[src/rtl/cal_kick_pkg.sv]
package cal_kick_pkg;
    localparam int SEL_W    = 2;
    localparam int MAX_HALF = 1 << ((1 << SEL_W) - 1);
    localparam int CNT_W    = (MAX_HALF > 1) ? $clog2(MAX_HALF) : 1;

    typedef logic [SEL_W-1:0] div_sel_t;

    localparam div_sel_t SEL_RESET = '1;

    typedef struct packed {
        logic [CNT_W-1:0] cnt;
        logic             clk;
    } div_state_t;

    typedef struct packed {
        logic     act_bit;
        div_sel_t act_sel;
        logic     start;
    } trig_state_t;
endpackage

[src/rtl/cal_trigger.sv]
module cal_trigger
    import cal_kick_pkg::*;
(
    input  logic     clk,
    input  logic     rst_n,
    input  logic     bit_shadow,
    input  div_sel_t sel_shadow,
    input  logic     upd,
    input  logic     ref_ok,
    input  logic     busy,
    output div_sel_t act_sel,
    output logic     kick,
    output logic     sel_change,
    output logic     start_pulse
);
    trig_state_t st_d, st_q;
    logic        rising;

    always_comb begin
        st_d       = st_q;
        rising     = upd && bit_shadow && !st_q.act_bit;
        kick       = rising && ref_ok && !busy;
        sel_change = upd && (sel_shadow != st_q.act_sel);
        st_d.start = kick;
        if (upd) begin
            st_d.act_bit = bit_shadow;
            st_d.act_sel = sel_shadow;
        end
    end

    always_ff @(posedge clk) begin
        if (!rst_n) begin
            st_q.act_bit <= 1'b0;
            st_q.act_sel <= SEL_RESET;
            st_q.start   <= 1'b0;
        end else begin
            st_q <= st_d;
        end
    end

    assign act_sel     = st_q.act_sel;
    assign start_pulse = st_q.start;


    act_hold_chk: assert property (@(posedge clk) disable iff (!rst_n)
        !upd |=> ($stable(st_q.act_bit) && $stable(st_q.act_sel)));


    no_restart_when_set_chk: assert property (@(posedge clk) disable iff (!rst_n)
        (upd && st_q.act_bit) |=> !st_q.start);


    needs_ref_chk: assert property (@(posedge clk) disable iff (!rst_n)
        st_q.start |-> ($past(upd) && $past(ref_ok)));
endmodule

[src/rtl/cal_clk_div.sv]
module cal_clk_div
    import cal_kick_pkg::*;
(
    input  logic     clk,
    input  logic     rst_n,
    input  logic     restart,
    input  div_sel_t sel,
    output logic     div_clk,
    output logic     period_end
);
    div_state_t       st_d, st_q;
    logic [CNT_W-1:0] half_m1;
    logic             toggle;

    always_comb begin
        st_d       = st_q;
        half_m1    = CNT_W'((1 << sel) - 1);
        toggle     = (st_q.cnt == half_m1);
        period_end = 1'b0;
        if (restart) begin
            st_d.cnt = '0;
            st_d.clk = 1'b0;
        end else if (toggle) begin
            st_d.cnt   = '0;
            st_d.clk   = !st_q.clk;
            period_end = st_q.clk;
        end else begin
            st_d.cnt = st_q.cnt + 1'b1;
        end
    end

    always_ff @(posedge clk) begin
        if (!rst_n) begin
            st_q.cnt <= '0;
            st_q.clk <= 1'b0;
        end else begin
            st_q <= st_d;
        end
    end

    assign div_clk = st_q.clk;


    restart_low_chk: assert property (@(posedge clk) disable iff (!rst_n)
        restart |=> !div_clk);


    cnt_bound_chk: assert property (@(posedge clk) disable iff (!rst_n)
        st_q.cnt <= half_m1 || $past(restart) || $past(st_q.cnt) > st_q.cnt || $changed(sel));
endmodule

[src/rtl/cal_busy_timer.sv]
module cal_busy_timer #(
    parameter int BUSY_PERIODS = 4
) (
    input  logic clk,
    input  logic rst_n,
    input  logic start,
    input  logic period_end,
    output logic busy
);
    localparam int BW = $clog2(BUSY_PERIODS + 1);
    localparam logic [BW-1:0] LAST = BW'(BUSY_PERIODS - 1);

    typedef struct packed {
        logic          busy;
        logic [BW-1:0] cnt;
    } busy_state_t;

    busy_state_t st_d, st_q;

    always_comb begin
        st_d = st_q;
        if (start) begin
            st_d.busy = 1'b1;
            st_d.cnt  = '0;
        end else if (st_q.busy && period_end) begin
            if (st_q.cnt == LAST) begin
                st_d.busy = 1'b0;
            end else begin
                st_d.cnt = st_q.cnt + 1'b1;
            end
        end
    end

    always_ff @(posedge clk) begin
        if (!rst_n) begin
            st_q.busy <= 1'b0;
            st_q.cnt  <= '0;
        end else begin
            st_q <= st_d;
        end
    end

    assign busy = st_q.busy;


    busy_bound_chk: assert property (@(posedge clk) disable iff (!rst_n)
        st_q.cnt <= LAST);


    busy_ends_on_period_chk: assert property (@(posedge clk) disable iff (!rst_n)
        $fell(busy) |-> $past(period_end));
endmodule

[src/rtl/cal_kick_ctrl.sv]
module cal_kick_ctrl
    import cal_kick_pkg::*;
#(
    parameter int BUSY_PERIODS = 4
) (
    input  logic             clk_ref,
    input  logic             rst_n,
    input  logic             cal_bit_shadow,
    input  logic [SEL_W-1:0] div_sel_shadow,
    input  logic             upd_stb,
    input  logic             ref_ok,
    output logic             cal_clk,
    output logic             cal_start,
    output logic             cal_busy
);
    div_sel_t act_sel;
    logic     kick;
    logic     sel_change;
    logic     period_end;
    logic     div_restart;

    cal_trigger u_trig (
        .clk         (clk_ref),
        .rst_n       (rst_n),
        .bit_shadow  (cal_bit_shadow),
        .sel_shadow  (div_sel_shadow),
        .upd         (upd_stb),
        .ref_ok      (ref_ok),
        .busy        (cal_busy),
        .act_sel     (act_sel),
        .kick        (kick),
        .sel_change  (sel_change),
        .start_pulse (cal_start)
    );

    assign div_restart = sel_change || kick;

    cal_clk_div u_div (
        .clk        (clk_ref),
        .rst_n      (rst_n),
        .restart    (div_restart),
        .sel        (act_sel),
        .div_clk    (cal_clk),
        .period_end (period_end)
    );

    cal_busy_timer #(.BUSY_PERIODS(BUSY_PERIODS)) u_busy (
        .clk        (clk_ref),
        .rst_n      (rst_n),
        .start      (kick),
        .period_end (period_end),
        .busy       (cal_busy)
    );


    start_one_cycle_chk: assert property (@(posedge clk_ref) disable iff (!rst_n)
        cal_start |=> !cal_start);


    start_sets_busy_chk: assert property (@(posedge clk_ref) disable iff (!rst_n)
        cal_start |-> (cal_busy && $rose(cal_busy)));


    no_start_while_busy_chk: assert property (@(posedge clk_ref) disable iff (!rst_n)
        (cal_busy && upd_stb) |=> !cal_start);
endmodule

[config.mk]
export PLATFORM = sky130hd
export DESIGN_NAME = cal_kick_ctrl
export DESIGN_NICKNAME = d
export VERILOG_FILES = /design/src/rtl/cal_kick_pkg.sv /design/src/rtl/cal_trigger.sv /design/src/rtl/cal_clk_div.sv /design/src/rtl/cal_busy_timer.sv /design/src/rtl/cal_kick_ctrl.sv
export SDC_FILE = /design/constraint.sdc
export NUM_CORES = 1
export LEC_CHECK = 0
export ABC_AREA = 1
export BUFFER_PORTS_ARGS = -buffer_cell sky130_fd_sc_hd__buf_2
export CORE_MARGIN = 3
export CORE_UTILIZATION = 40
export DETAILED_ROUTE_END_ITERATION = 7
export PLACE_DENSITY = 0.7
export SYNTH_ARGS = -nofsm -noshare
export SYNTH_HDL_FRONTEND = slang
export SYNTH_SLANG_ARGS = --single-unit
[constraint.sdc]
create_clock -name clk_ref -period 1.7 [get_ports clk_ref]
set_input_delay 0.17 -clock clk_ref [delete_from_list [all_inputs] [get_ports clk_ref]]
set_output_delay 0.17 -clock clk_ref [all_outputs]
set_load 0.05 [all_outputs]
# [After elaboration in Yosys (flattened, before gate mapping)]
# Cells that the tools add are included.
[word_totals] reg_bits=12 latch_bits=0 ramBits=0 rom_bits=0 in_bits=7 memories=0
[op_classes] n_addsub=3 mul=0 div_mod_pow=0 magnitude_cmp=0 n_eq_ne=3 n_shift=1 n_mux=6 n_bitwise=2 n_reduce_logical=17
[ops] op="4-bit two-way mux" count=2
[ops] op="3-bit by 1-bit adder with 3-bit output (second input constant)" count=2
[ops] op="1-bit logical AND" count=6
[ops] op="2-bit AND reduction" count=2
[ops] op="2-bit nonzero test" count=2
[ops] op="2-bit OR reduction" count=2
[ops] op="3-bit by 2-bit equality test with 1-bit output (second input constant)" count=1
[ops] op="3-bit equality test" count=1
[ops] op="1-bit zero test" count=3
[ops] op="1-bit two-way mux" count=3
[ops] op="3-bit two-way mux" count=1
[ops] op="3-bit OR reduction" count=1
[ops] op="1-bit by 2-bit << shifter with 3-bit output (first input constant)" count=1
[ops] op="3-bit by 2-bit subtractor with 3-bit output (second input constant)" count=1
[ops] op="2-bit inequality test" count=1
[ops] op="1-bit inverter" count=2
[ops] op="1-bit logical OR" count=1

# [Logic depth before layout (Yosys ltp)]
[logic_depth] depth_word=9 depth_mapped=9

# [Cells and area by module]
# Synthesis repeated with hierarchy kept, for this count alone.
[unflattened] cells_unflattened=93 hier_area_um2=631.9
[modules_own_cells] mod="cal_busy_timer" instances=1 cells_each=31 area_per_inst_um2=212.7 seq_area_each_um2=80.1
[modules_own_cells] mod="cal_trigger" instances=1 cells_each=31 area_per_inst_um2=210.2 seq_area_each_um2=80.1
[modules_own_cells] mod="cal_clk_div" instances=1 cells_each=28 area_per_inst_um2=197.7 seq_area_each_um2=80.1
[modules_own_cells] mod="cal_kick_ctrl" instances=1 cells_each=3 area_per_inst_um2=11.3 seq_area_each_um2=0.0

# [Worst setup path after synthesis]
# Ideal clock, no wire load.
[synth_timing] path_kind="register to register" startpoint="register u_busy.busy (netlist name)" endpoint="register u_div.st_q[1] (netlist bit)" setup_time_ns=0.062 arrival_ns=1.373 setup_slack_ns=0.265 stages_incl_launch_ff=6 n_path_buf=0 period_less_slack_ns=1.435 cell_sequence="dfxtp_1 -> nor3_4 -> a21oi_4 -> nand2_2 -> or2_4 -> nor2_2"
[synth_between] elab_chain_len=4
[synth_lines] item="1-bit zero test" line="cal_trigger.sv:22" rtl="kick = rising && ref_ok && !busy;"
[synth_lines] item="1-bit logical AND" line="cal_trigger.sv:22"
[synth_lines] item="1-bit logical OR" line="cal_kick_ctrl.sv:36" rtl="assign div_restart = sel_change || kick;"
[synth_lines] item="3-bit OR reduction (no source line)"
[synth_lines] item="to (signal assigned)" line="cal_clk_div.sv:37" rtl="st_q <= st_d;"
[synth_lines] item="to (decl)" line="cal_clk_div.sv:11" rtl="div_state_t st_d, st_q;"
# No other way between the ends.
# A chain may end at the register's enable or synchronous reset.

# [Final worst setup path]
[layout_timing] startpoint="register u_busy.st_q[0] (netlist bit)" endpoint="register u_busy.st_q[0] (netlist bit)"
[layout_between] elab_chain_len=3
[layout_lines] item="from (decl)" line="cal_busy_timer.sv:18" rtl="busy_state_t st_d, st_q;"
[layout_lines] item="from (signal assigned)" line="cal_busy_timer.sv:39" rtl="st_q <= st_d;"
[layout_lines] item="branches (longest 3 deep; another with 3-bit by 1-bit adder with 3-bit output)"
# Parallel ways; which one is timed is not known.

==> metrics <==
status finished, final reports clean; fin nets roughly 110; core outline area 0.00142 mm^2; sequential power share 0.481; number of H-tree levels 1; Gate power share 0.164; Crit path max-delay family simple AND/OR/NAND/NOR gates; Max stage delay cell, worst path dfxtp_1; FP Rows 13; gr usage total 0.151; final wirelength 1210 um; Post-Syn Area 654 um^2; CTS Sinks 12; NetSw between 0.15 and 0.2 mW; # diodes 0; PortBufs 9; Vias around 570; switching share of total power 0.281; worst stage delay on the critical path 0.33 ns; worst hold path class primary input to flip-flop; MaxCap Viol Count 0; CTS Hold Bufs 0; Clock transition at path regs 0.08 ns; Final HPWL DP 950 um; TritonCTS Buffers 3; Pwr Density 850 mW/mm^2; drc violations 0; CP Max Fanout 5; iteration-0 DRC count of the detailed router 14; # IOs 10; cells after synthesis 90; CTS tree built; PostCTS Resize Cnt 0; normalized max-slew margin 0.792; Final setup viols 0; startpoint types flip-flop; worst path cell trace ha_1 > ha_1 > nor2_1 > nand4_1 > nand2_1 > inv_1 > nor2_1; Netlist cell types 21; die area approximately 0.0022 mm^2; Slew Limit Fails 0; CTS root buffer clkbuf_4; setup_tns 0 ns; clock buffer depth 2; wire per inst 10.3 um; layout cell share with drive strength beyond 1 0.243; global-route wire length before repair 2220 um; Worst-Skew Late Latency between 0.2 and 0.3 ns; Int Pwr 0.461 mW; highest clock rate 686 MHz; most common flop cell mapped by yosys dfxtp_1; Tightest Pin Transition 0.311 ns; Ys Warns 0; Worst VDD drop 595 uV; DR pass1 iterations 4; clock skew ~0.007 ns; Synth Area per Inst 7.27 um^2; number of synthesized flops with an enable pin 0; Setup CP Type flip-flop to flip-flop; final worst-path cycle share 0.857; Critical Path Sink Type flip-flop; worst hold margin 0.129 ns; largest net degree at the start of global routing 8; critical path arrival 1.67 ns; Tot Pwr 0.642 mW; Post-Layout Cell Count 118; antenna-violating nets left 0; Final Critical Period about 1.5 ns; fill count 146; Post-CTS Setup Bufs 0; worst endpoint required time 1.91 ns; Area growth, synth to finish 15.3%; Synthesized Nets 100; initial core utilization 0.462; remaining global-route overflow 0; die height 46.4 um; vias in the first global route between 500 and 600; antenna violations before repair 0; FFs w/ async S/R, synth 0; Vias/cell 4.86; Seq cells post-synth 12; placed cells 114; Critical path buffers and inverters 1; register area share after synthesis 0.367; Leakage between 0.3 and 0.4 nW; RSZ-0062 raised after global routing false; Final GP Congestion 0.770; clock share of power 0.355; Hold Fails Final Rpt 0; Die Width 46.4 um
synthesized netlist by cell type, types with 2 or more instances:
library cell	instances	area, um^2
nor2_2	4	25.0
dfxtp_1	12	240
a21oi_1	3	15.0
nand2_2	3	18.8
o21ai_0	2	10.0
nand2_1	20	75.1
nand3_1	2	10.0
ha_1	3	37.5
nor2_1	9	33.8
inv_1	18	67.6
nand4_1	4	25.0
worst reg2reg max path: stages, from the launching register on:
cell and delay, ns:
dfxtp_1 0.33, ha_1 0.21, ha_1 0.18, nor2_1 0.25
nand4_1 0.20, nand2_1 0.11, inv_1 0.04, nor2_1 0.08
metrics by stage:
stage | utilization | worst slack [ns] | instance area [um^2]
floorplan | - | 0.265 | 654
global placement | 0.508 | 0.354 | 718
detailed placement | 0.508 | 0.276 | 718
CTS | 0.533 | 0.231 | 754
global route | 0.533 | 0.0649 | 754
finish | 0.533 | 0.242 | 754
layer usage:
| metal | up-vias | track usage | wire length, um |
|---|---|---|---|
| met1 | 254 | 0.161 | 550 |
| met2 | 8 | 0.250 | 600 |
| met3 | 2 | 0.0586 | 42 |
| li1 | 309 | - | - |
| met5 | - | 0 | 0 |
| met4 | 0 | 0.0852 | 15 |
area by class of cell:
type | instances | area, um^2 | area share
Clock buffer | 4 | 36.3 | 0.0481
Inverter | 18 | 67.6 | 0.0896
Multi-Input combinational cell | 60 | 347 | 0.459
Sequential cell | 12 | 240 | 0.318
Tap cell | 15 | 18.8 | 0.0249
Timing Repair Buffer | 9 | 45.0 | 0.0597
final timing paths:
path | endpoint | slack [ns] | from | cells after the start
worst max-delay path | u_busy.st_q[0] | 0.24 | u_busy.st_q[0] | 7
worst min-delay path | u_trig.act_sel[0] | 0.13 | div_sel_shadow[0] | 3
worst max register to register | u_busy.st_q[0] | 0.24 | u_busy.st_q[0] | 7
worst min register to register | u_div.st_q[1] | 0.48 | u_div.st_q[1] | 1
state kept, by name, summed over array words and instances, names as in the netlist:
| signal | flops |
|---|---|
| u_div.st_q | 3 |
| u_busy.st_q | 3 |
| u_trig.act_sel | 2 |
| u_trig.start_pulse | 1 |
| u_trig.st_q | 1 |
| u_div.div_clk | 1 |
| u_busy.busy | 1 |
cell usage in the layout (no fill, tap or decap):
cell / count
nand2_1: 20
inv_1: 18
dfxtp_1: 12
nor2_1: 9
buf_2: 9
nor2_2: 4
nand4_1: 4
nand2_2: 3
a21oi_1: 3
ha_1: 3
clkbuf_4: 3
nand3_1: 2
o21ai_0: 2
nand3_2: 1
o21bai_1: 1
nor3_4: 1
a21oi_4: 1
or2_4: 1
nor4_1: 1
o21a_1: 1
nor3_2: 1
nor3_1: 1
xnor2_1: 1
clkbuf_8: 1
power by group through the flow:
stage | registers [mW] | logic [mW] | clock network [mW]
2_1_floorplan | 0.327 | 0.0663 | 0
3_3_place_gp | 0.315 | 0.103 | 0
3_5_place_dp | 0.316 | 0.106 | 0
4_1_cts | 0.309 | 0.106 | 0.238
5_1_grt | 0.311 | 0.119 | 0.254
6_report | 0.309 | 0.105 | 0.228
cells by family (layout without fill, tap and decap cells):
logic type,count (synthesis),in the layout,share of synthesized area
xor+xnor,1,1,0.0134
simple gates,48,48,0.373
flops,12,12,0.367
compound gates,8,8,0.0861
fa+ha+maj,3,3,0.0574
buf+inv,18,31,0.103
No activity file was read; power rests on OpenSTA's default activity.
